### src/rtl/rxcf_pkg.sv
package rxcf_pkg;
  // register select values
  localparam logic REG_IRQ  = 1'b0;
  localparam logic REG_STAT = 1'b1;

  // interrupt register bit positions
  localparam int BIT_FLUSH  = 6;
  localparam int BIT_OVR_EN = 5;
  localparam int BIT_UND_EN = 4;
  localparam int BIT_OVR    = 1;
  localparam int BIT_UND    = 0;

  // status register bit positions
  localparam int BIT_FULL   = 1;
  localparam int BIT_EMPTY  = 0;

  typedef enum logic [1:0] {
    RD_IDLE  = 2'd0,
    RD_TAKE  = 2'd1,
    RD_UNDER = 2'd2
  } rd_act_e;
endpackage

### src/rtl/rxcf_wr_ctrl.sv
module rxcf_wr_ctrl #(
  parameter int CELL_WORDS  = 27,
  parameter int DEPTH_CELLS = 4,
  localparam int CAP = CELL_WORDS * DEPTH_CELLS,
  localparam int AW  = $clog2(CAP),
  localparam int IW  = $clog2(CELL_WORDS)
) (
  input  logic          clk,
  input  logic          rst_n,
  input  logic          flush,
  input  logic          in_valid,
  input  logic          slots_full,
  output logic          in_accept,
  output logic          wr_fire,
  output logic [AW-1:0] wr_addr,
  output logic          cell_open,
  output logic          cell_done,
  output logic          ovr_evt
);
  logic [IW-1:0] widx;
  logic [AW-1:0] wptr;
  logic          keep;
  logic          at_start;
  logic          at_last;

  assign at_start  = (widx == '0);
  assign at_last   = (widx == IW'(CELL_WORDS - 1));
  // a cell is admitted at word 0 only when a whole slot is free
  assign in_accept = at_start ? !slots_full : keep;
  assign wr_fire   = in_valid && in_accept && !flush;
  assign ovr_evt   = in_valid && !in_accept && !flush;
  assign cell_open = wr_fire && at_start;
  assign cell_done = wr_fire && at_last;
  assign wr_addr   = wptr;

  always_ff @(posedge clk) begin
    if (!rst_n || flush) begin
      widx <= '0;
      wptr <= '0;
      keep <= 1'b0;
    end else if (in_valid) begin
      widx <= at_last ? '0 : widx + 1'b1;
      if (at_start) keep <= !slots_full;
      if (wr_fire) wptr <= (wptr == AW'(CAP - 1)) ? '0 : wptr + 1'b1;
    end
  end
endmodule

### src/rtl/rxcf_rd_ctrl.sv
module rxcf_rd_ctrl
  import rxcf_pkg::*;
#(
  parameter int CELL_WORDS  = 27,
  parameter int DEPTH_CELLS = 4,
  localparam int CAP = CELL_WORDS * DEPTH_CELLS,
  localparam int AW  = $clog2(CAP),
  localparam int IW  = $clog2(CELL_WORDS)
) (
  input  logic          clk,
  input  logic          rst_n,
  input  logic          flush,
  input  logic          rx_en_n,
  input  logic          cell_avail,
  output logic          rd_fire,
  output logic [AW-1:0] rd_addr,
  output logic          cell_start,
  output logic          cell_free,
  output logic          und_evt,
  output logic [IW-1:0] rd_pos
);
  logic [IW-1:0] ridx;
  logic [AW-1:0] rptr;
  rd_act_e       act;

  // mid-cell reads always proceed; a boundary read needs a ready cell
  always_comb begin
    act = RD_IDLE;
    if (!rx_en_n && !flush) begin
      if (ridx != '0 || cell_avail) act = RD_TAKE;
      else                          act = RD_UNDER;
    end
  end

  assign rd_fire    = (act == RD_TAKE);
  assign und_evt    = (act == RD_UNDER);
  assign cell_start = rd_fire && (ridx == '0);
  assign cell_free  = rd_fire && (ridx == IW'(CELL_WORDS - 1));
  assign rd_addr    = rptr;
  assign rd_pos     = ridx;

  always_ff @(posedge clk) begin
    if (!rst_n || flush) begin
      ridx <= '0;
      rptr <= '0;
    end else if (rd_fire) begin
      ridx <= cell_free ? '0 : ridx + 1'b1;
      rptr <= (rptr == AW'(CAP - 1)) ? '0 : rptr + 1'b1;
    end
  end
endmodule

### src/rtl/rxcf_store.sv
module rxcf_store #(
  parameter int DATA_W      = 16,
  parameter int CELL_WORDS  = 27,
  parameter int DEPTH_CELLS = 4,
  localparam int CAP = CELL_WORDS * DEPTH_CELLS,
  localparam int AW  = $clog2(CAP)
) (
  input  logic              clk,
  input  logic              rst_n,
  input  logic              we,
  input  logic [AW-1:0]     waddr,
  input  logic [DATA_W-1:0] wdata,
  input  logic              re,
  input  logic [AW-1:0]     raddr,
  input  logic              first,
  output logic [DATA_W-1:0] rdata,
  output logic              soc
);
  logic [DATA_W-1:0] mem [CAP];

  always_ff @(posedge clk) begin
    if (we) mem[waddr] <= wdata;
  end

  // output word holds when no word is taken
  always_ff @(posedge clk) begin
    if (!rst_n) begin
      rdata <= '0;
      soc   <= 1'b0;
    end else begin
      soc <= re && first;
      if (re) rdata <= mem[raddr];
    end
  end
endmodule

### src/rtl/rxcf_regs.sv
module rxcf_regs
  import rxcf_pkg::*;
(
  input  logic       clk,
  input  logic       rst_n,
  input  logic       cpu_addr,
  input  logic       cpu_wr,
  input  logic       cpu_rd,
  input  logic [7:0] cpu_wdata,
  input  logic       ovr_evt,
  input  logic       und_evt,
  input  logic       full,
  input  logic       empty,
  output logic [7:0] cpu_rdata,
  output logic       flush,
  output logic       irq
);
  logic       ovr_en, und_en;
  logic       ovr_flag, und_flag;
  logic       irq_wr, irq_rd;
  logic [7:0] rd_mux;

  assign irq_wr = cpu_wr && (cpu_addr == REG_IRQ);
  assign irq_rd = cpu_rd && (cpu_addr == REG_IRQ);
  assign flush  = irq_wr && cpu_wdata[BIT_FLUSH];
  assign irq    = (ovr_flag && ovr_en) || (und_flag && und_en);

  always_comb begin
    rd_mux = '0;
    if (cpu_addr == REG_IRQ) begin
      rd_mux[BIT_OVR_EN] = ovr_en;
      rd_mux[BIT_UND_EN] = und_en;
      rd_mux[BIT_OVR]    = ovr_flag;
      rd_mux[BIT_UND]    = und_flag;
    end else begin
      rd_mux[BIT_FULL]   = full;
      rd_mux[BIT_EMPTY]  = empty;
    end
  end

  always_ff @(posedge clk) begin
    if (!rst_n) begin
      ovr_en    <= 1'b0;
      und_en    <= 1'b0;
      ovr_flag  <= 1'b0;
      und_flag  <= 1'b0;
      cpu_rdata <= '0;
    end else begin
      if (irq_wr) begin
        ovr_en <= cpu_wdata[BIT_OVR_EN];
        und_en <= cpu_wdata[BIT_UND_EN];
      end
      // a new event wins over the clear of a simultaneous read
      if (ovr_evt)     ovr_flag <= 1'b1;
      else if (irq_rd) ovr_flag <= 1'b0;
      if (und_evt)     und_flag <= 1'b1;
      else if (irq_rd) und_flag <= 1'b0;
      if (cpu_rd) cpu_rdata <= rd_mux;
    end
  end
endmodule

### src/rtl/rx_cell_fifo.sv
module rx_cell_fifo #(
  parameter int DATA_W      = 16,
  parameter int CELL_WORDS  = 27,
  parameter int DEPTH_CELLS = 4
) (
  input  logic              clk,
  input  logic              rst_n,
  input  logic              in_valid,
  input  logic [DATA_W-1:0] in_data,
  output logic              in_accept,
  input  logic              rx_en_n,
  output logic              rx_clav,
  output logic [DATA_W-1:0] rx_data,
  output logic              rx_soc,
  input  logic              cpu_addr,
  input  logic              cpu_wr,
  input  logic              cpu_rd,
  input  logic [7:0]        cpu_wdata,
  output logic [7:0]        cpu_rdata,
  output logic              irq
);
  localparam int CAP = CELL_WORDS * DEPTH_CELLS;
  localparam int AW  = $clog2(CAP);
  localparam int IW  = $clog2(CELL_WORDS);
  localparam int CW  = $clog2(DEPTH_CELLS + 1);
  localparam int UW  = $clog2(CAP + 1);

  logic          flush;
  logic          wr_fire, cell_open, cell_done, ovr_evt;
  logic          rd_fire, cell_start, cell_free, und_evt;
  logic [AW-1:0] wr_addr, rd_addr;
  logic [IW-1:0] rd_pos;
  logic [CW-1:0] slots_used;   // cells reserved by the writer, not yet fully read
  logic [CW-1:0] cells_ready;  // complete cells the reader has not started
  logic [UW-1:0] used_words;
  logic          slots_full, full, empty;

  assign slots_full = (slots_used == CW'(DEPTH_CELLS));
  assign full       = slots_full;
  assign empty      = (used_words == '0);
  assign rx_clav    = (cells_ready != '0);

  always_ff @(posedge clk) begin
    if (!rst_n || flush) begin
      slots_used  <= '0;
      cells_ready <= '0;
      used_words  <= '0;
    end else begin
      slots_used  <= slots_used + CW'(cell_open) - CW'(cell_free);
      cells_ready <= cells_ready + CW'(cell_done) - CW'(cell_start);
      used_words  <= used_words + UW'(wr_fire) - UW'(rd_fire);
    end
  end

  rxcf_wr_ctrl #(.CELL_WORDS(CELL_WORDS), .DEPTH_CELLS(DEPTH_CELLS)) u_wr (
    .clk(clk), .rst_n(rst_n), .flush(flush), .in_valid(in_valid),
    .slots_full(slots_full), .in_accept(in_accept), .wr_fire(wr_fire),
    .wr_addr(wr_addr), .cell_open(cell_open), .cell_done(cell_done),
    .ovr_evt(ovr_evt)
  );

  rxcf_rd_ctrl #(.CELL_WORDS(CELL_WORDS), .DEPTH_CELLS(DEPTH_CELLS)) u_rd (
    .clk(clk), .rst_n(rst_n), .flush(flush), .rx_en_n(rx_en_n),
    .cell_avail(rx_clav), .rd_fire(rd_fire), .rd_addr(rd_addr),
    .cell_start(cell_start), .cell_free(cell_free), .und_evt(und_evt),
    .rd_pos(rd_pos)
  );

  rxcf_store #(.DATA_W(DATA_W), .CELL_WORDS(CELL_WORDS), .DEPTH_CELLS(DEPTH_CELLS)) u_mem (
    .clk(clk), .rst_n(rst_n), .we(wr_fire), .waddr(wr_addr), .wdata(in_data),
    .re(rd_fire), .raddr(rd_addr), .first(cell_start),
    .rdata(rx_data), .soc(rx_soc)
  );

  rxcf_regs u_regs (
    .clk(clk), .rst_n(rst_n), .cpu_addr(cpu_addr), .cpu_wr(cpu_wr),
    .cpu_rd(cpu_rd), .cpu_wdata(cpu_wdata), .ovr_evt(ovr_evt),
    .und_evt(und_evt), .full(full), .empty(empty), .cpu_rdata(cpu_rdata),
    .flush(flush), .irq(irq)
  );
endmodule

### config.mk
export PLATFORM = sky130hd
export DESIGN_NAME = rx_cell_fifo
export DESIGN_NICKNAME = d
export VERILOG_FILES = /design/src/rtl/rxcf_pkg.sv /design/src/rtl/rxcf_wr_ctrl.sv /design/src/rtl/rxcf_rd_ctrl.sv /design/src/rtl/rxcf_store.sv /design/src/rtl/rxcf_regs.sv /design/src/rtl/rx_cell_fifo.sv
export SDC_FILE = /design/constraint.sdc
export NUM_CORES = 2
export LEC_CHECK = 0
export BUFFER_PORTS_ARGS = -buffer_cell sky130_fd_sc_hd__buf_4
export CORE_MARGIN = 8
export CORE_UTILIZATION = 45
export DETAILED_ROUTE_END_ITERATION = 8
export PLACE_DENSITY_LB_ADDON = 0.05
export SLEW_MARGIN = 30
export SYNTH_ARGS = -nofsm -noshare
export SYNTH_HDL_FRONTEND = slang
export SYNTH_HIERARCHICAL = 1
export SYNTH_SLANG_ARGS = --single-unit
### constraint.sdc
create_clock -name clk -period 9.7 [get_ports clk]
set_clock_uncertainty 0.1 [all_clocks]
set_input_delay 0.485 -clock clk [delete_from_list [all_inputs] [get_ports clk]]
set_output_delay 0.485 -clock clk [all_outputs]
set_load 0.01 [all_outputs]
# After elaboration in Yosys (flattened, before gate mapping)
# Memory sizes are Yosys's and may differ from the RTL's. A register that Yosys moved wholly into a read port is not among the register bits.
# Index checks and enable logic that the tools add are counted.
[classes]
add_sub_neg = 10
n_eq_ne = 7
mux = 14
bitwise_logic = 1
n_reduce_logical = 32
[ops]
columns = ["operator", "count"]
rows = [
  ["$logic_and A1 B1 Y1", 15],
  ["$add A7 B1 Y7 const B", 2],
  ["$eq A7 B7 Y1 const B", 2],
  ["$mux W7", 2],
  ["$add A5 B1 Y5 const B", 2],
  ["$eq A5 B5 Y1 const B", 2],
  ["$logic_not A5 Y1", 2],
  ["$mux W5", 2],
  ["$mux W2", 4],
  ["$add A7 B1 Y7", 1],
  ["$logic_not A7 Y1", 1],
  ["$sub A7 B1 Y7", 1],
  ["$add A3 B1 Y3", 2],
  ["$logic_not A1 Y1", 6],
  ["$mux W1", 6],
  ["$sub A3 B1 Y3", 2],
  ["$reduce_bool A5 Y1", 1],
  ["$reduce_bool A2 Y1", 2],
  ["$eq A3 B3 Y1 const B", 1],
  ["$logic_or A1 B1 Y1", 3],
  ["$reduce_bool A3 Y1", 1],
  ["$eq A2 B1 Y1 const B", 1],
  ["$eq A2 B2 Y1 const B", 1],
  ["$reduce_and A2 Y1", 1],
  ["$not A1 Y1", 1],
]
[totals]
ff_bits = 47
mem_bits_rw = 1728
in_bits = 31
elab_cells = 79
mem_count = 1
[mem_list]
columns = ["memory", "depth", "word_bits", "rd", "rd_clocked_by_memory_dff", "write_ports", "line_no", "rtl"]
rows = [
  ["u_mem.mem", 108, 16, 1, 1, 1, "rxcf_store.sv:19", "logic [DATA_W-1:0] mem [CAP];"],
]

# Logic depth before layout (Yosys ltp)
[logic_depth]
word_depth = 9
depth_mapped = 15
depth_no_buf = 14

# By module
# The synthesis kept the hierarchy.
[by_module_without_submodules]
columns = ["module", "n_inst", "cells_each", "area_each_um2"]
rows = [
  ["rxcf_store", 1, 3042, 67557.3],
  ["rx_cell_fifo", 1, 97, 863.3],
  ["rxcf_wr_ctrl", 1, 83, 743.2],
  ["rxcf_rd_ctrl", 1, 72, 651.9],
  ["rxcf_regs", 1, 40, 365.4],
]

# Least setup slack after synthesis
# OpenSTA, ideal clock, no wires.
[synth_path]
kind = "input port to flip-flop"
startpoint = "input port cpu_wr"
endpoint = "memory u_mem.mem[106][0] (enable)"
setup_ns = 0.409
arrival_ns = 3.054
t_required_ns = 9.191
path_slack_ns = 6.137
stages = 9
path_cell_list = "nor2b_2 and2_2 nor4b_4 nor2_2 inv_2 nand3_1 nor3b_1 nand2_1 nor3_1"
[synth_via]
elab_chain_len = 6
[synth_lines]
columns = ["item", "line_no", "rtl"]
rows = [
  ["start, declared", "rx_cell_fifo.sv:16", "input logic cpu_wr,"],
  ["$logic_and A1 B1 Y1", "rxcf_regs.sv:23", "assign irq_wr = cpu_wr && (cpu_addr == REG_IRQ);"],
  ["$logic_and A1 B1 Y1", "rxcf_regs.sv:25", "assign flush = irq_wr && cpu_wdata[BIT_FLUSH];"],
  ["named net flush", "rx_cell_fifo.sv:28", "logic flush;"],
  ["$logic_not A1 Y1", "rxcf_wr_ctrl.sv:30", "assign wr_fire = in_valid && in_accept && !flush;"],
  ["$logic_and A1 B1 Y1", "rxcf_wr_ctrl.sv:30", ""],
  ["named net wr_fire", "rx_cell_fifo.sv:29", "logic wr_fire, cell_open, cell_done, ovr_evt;"],
  ["$mux W1", "rxcf_store.sv:22", "if (we) mem[waddr] <= wdata;"],
  ["$mux W1 (implied by the code)", "rxcf_store.sv:22", ""],
  ["end, declared", "rxcf_store.sv:19", ""],
]
# The timed path passes the listed nets, and every way through them passes these cells.

==> results.cfg <==
[status]
status = complete, no violations

[worst_hold_path]
hold_class = primary input to flop
hold_crit_depth = 1

[finish]
design.final.nets = 3639
layout.cells.most_common = sky130_fd_sc_hd__edfxtp_1
p_r_area_growth_vs_syn_pct = 13.6
layout_common_cells = sky130_fd_sc_hd__edfxtp_1 (1,728), sky130_fd_sc_hd__mux4_2 (376), sky130_fd_sc_hd__buf_4 (211)
fraction_of_layout_instances_using_a_drive_strength_above_1 = 0.256

[setup_path]
worstPathCellList = buf_4 > nor2b_1 > nand2_1 > o22ai_1 > a2111oi_0 > buf_4 > a2111oi_0 > a2bb2oi_1
crit_arrival_ps = 5530
setup.worst_path.class = flop to flop
worstPathMaxFanout = 45
timing.critical_path.from_type = flop
slowest_delay_ps = 860
required_ps = 10340
worst_r2r_path_depth = 8
setup.worst_path.end_class = flop
critical-path-slowest-cell = sky130_fd_sc_hd__a2111oi_0

[yosys]
synth_enable_flop_cells = 1728
post_syn_area_per_cell_um2 = 21.1
synth.top_cell.area_share = 0.739
number_of_synthesized_register_bits = 1791
yosys.cell_types.count = 77
netlist_instances = 3334
synth-warning-count = 6
synth_sequential_area_ratio = 0.757
netlist_area_mm2 = 0.0702
library_cell_occupying_the_most_area_in_the_post_synthesis_netlist = sky130_fd_sc_hd__edfxtp_1
async_flop_share = 0
dominantRegCellSynth = sky130_fd_sc_hd__edfxtp_1
post_synth_main_area_contributors = sky130_fd_sc_hd__edfxtp_1 (74%), sky130_fd_sc_hd__mux4_2 (12%), sky130_fd_sc_hd__mux2i_1 (2.5%)

[clocking]
cts.hold.buffers_added = 16
cts.htree.levels = 4
cts_max_path_buffers = 3
post_cts.resized_instances = 0
tritoncts.num_buffers = 187
post_cts_buffers = 0
clkTransAtPathRegs_ps = 60
cts_tree = yes
clock_latency_ps = 810
numClockSinks = 1791
clock_tree.root_cell = sky130_fd_sc_hd__clkbuf_16

[die]
core_mm2 = 0.155
io_pins = 59
die_height_um = 411
die_width_um = 411
initial_core_util = 0.451
floorplan_row_count = 145
fp.dieArea_mm2 = 0.169

[global_route]
grt_pass1_vias = 35400
antenna_found_initial = 5
grt_pass1_wl_um = 255000
grt_max_degree = 109
globalRouteOverflowTotal = 0
grt.total_usage = 0.210

[routing]
drt_first_pass_iters = 7
drc = 0
initialDrtViolationCount = 3185
detail_route.wirelength_um = 178000
drt-wirelength-per-cell_um = 30.7
vias = 34200
final_antenna_net_count = 0
viasPerCell = 5.89

[placement]
port-buffer-count = 49
hpwlAfterDp_um = 105000
finalWeightedCongestion = 0.809

[sta]
clock.fmax_mhz = 204
final_max_slew_viol_count = 0
rsz0062_at_grt = no
final_cycle_utilization_of_the_critical_path = 0.504
final.min_clock_period_ps = 4890
report.final.setup_viol = 0
final.hold.worst_slack_ps = 66.0
max_slew.worst_pin.slew_ps = 1040
timing.final.hold_violations = 0
fin_setup_tns_ps = 0
slew_headroom = 0.285

[power_and_ir_drop]
power_leakage_nw = 24.5
power_per_cell_area_mw_per_mm2 = 238
power.ir.vdd_worst_mv = 0.189

[job]
cap_viol_max_count = 0
==> per-stage QoR <==
| step | setup slack [ps] | std cells | area (um2) | util | power, mW |
|---|---|---|---|---|---|
| 6_report | 4810 | 5808 | 79700 | 0.513 | 19.0 |
| 5_1_grt | 4700 | 5802 | 79700 | 0.513 | 19.6 |
| 4_1_cts | 4910 | 5801 | 79700 | 0.513 | 19.2 |
| 3_5_place_dp | 4940 | 5436 | 73300 | 0.472 | 12.0 |
| 3_3_place_gp | 4730 | 5436 | 73300 | 0.471 | 11.9 |
| 2_1_floorplan | 6140 | 3337 | 70200 | - | 11.1 |
==> critical path: cells and delay by family, from the launching register on <==
kind / cells / cell delay [ps]
buffers and inverters: 2 / 890
AND/OR/NAND/NOR: 2 / 1420
flip-flops: 1 / 800
AO/OA/AOI/OAI: 4 / 1540
==> cell usage after synthesis, types with 21 or more instances <==
master                      number
sky130_fd_sc_hd__mux2i_1       178
sky130_fd_sc_hd__o21ai_0        27
sky130_fd_sc_hd__ha_1           21
sky130_fd_sc_hd__a21oi_1        73
sky130_fd_sc_hd__mux2_2         34
sky130_fd_sc_hd__a22oi_1        35
sky130_fd_sc_hd__nor2b_1        38
sky130_fd_sc_hd__mux4_1         23
sky130_fd_sc_hd__clkbuf_1       51
sky130_fd_sc_hd__edfxtp_1     1728
sky130_fd_sc_hd__o22ai_1        33
sky130_fd_sc_hd__buf_2          41
sky130_fd_sc_hd__a2111oi_0      29
sky130_fd_sc_hd__inv_1          29
sky130_fd_sc_hd__buf_6          23
sky130_fd_sc_hd__mux4_2        376
sky130_fd_sc_hd__nand2_1        62
sky130_fd_sc_hd__nor3_1         25
sky130_fd_sc_hd__dfxtp_1        63
sky130_fd_sc_hd__nor2_1        161
sky130_fd_sc_hd__buf_4          27
==> sequential cells by signal, summed over array words and instances, names as in the netlist <==
name / flops
u_regs/und_en: 1
slots_used: 3
u_mem/soc: 1
u_mem/rdata: 16
u_rd/rd_addr: 7
u_regs/ovr_en: 1
u_regs/und_flag: 1
cells_ready: 3
u_wr/widx: 5
u_regs/cpu_rdata: 4
u_regs/ovr_flag: 1
u_wr/wr_addr: 7
u_rd/rd_pos: 5
u_wr/keep: 1
used_words: 7
u_mem/mem: 1728
==> final timing paths <==
check / startpoint / end / slack (ps)
setup / recovery: u_rd/rd_addr[1] / u_mem/rdata[15] / 4810
hold / removal: in_data[14] / u_mem/mem[19][14] / 70
setup reg to reg: u_rd/rd_addr[1] / u_mem/rdata[15] / 4810
hold reg to reg: slots_used[2] / slots_used[2] / 440
==> power breakdown <==
part | internal, mW | switching [mW]
sequential | 8.55 | 0.126
combinational | 1.47 | 1.66
clock | 4.23 | 2.94
total | 14.2 | 4.73
==> routing by layer <==
layer,GRT usage,wire length (um),vias up
met5,0,0,-
met4,0.0607,4750,0
met3,0.0309,9660,254
met2,0.352,89200,1026
met1,0.287,74700,18500
li1,-,-,14400
==> area by class of cell <==
cell class	instances	area [um2]
clock inverter	115	1160
fill	12300	75700
sequential	1791	53200
timing repair buffer	237	1880
inverter	31	118
antenna	6	15.0
multi-input combinational	1336	15800
tap	2058	2570
clock buffer	234	5050
==> cells by family after synthesis <==
family          after synthesis  share of synthesized area
xor+xnor                     17                    0.00212
buf+inv                     210                     0.0194
flops                      1791                      0.757
mux                         611                      0.160
fa+ha+maj                    24                    0.00460
other cells                   1                  0.0000534
compound gates              294                     0.0294
simple gates                386                     0.0269
Note: power is estimated with default switching activity, not from simulation.
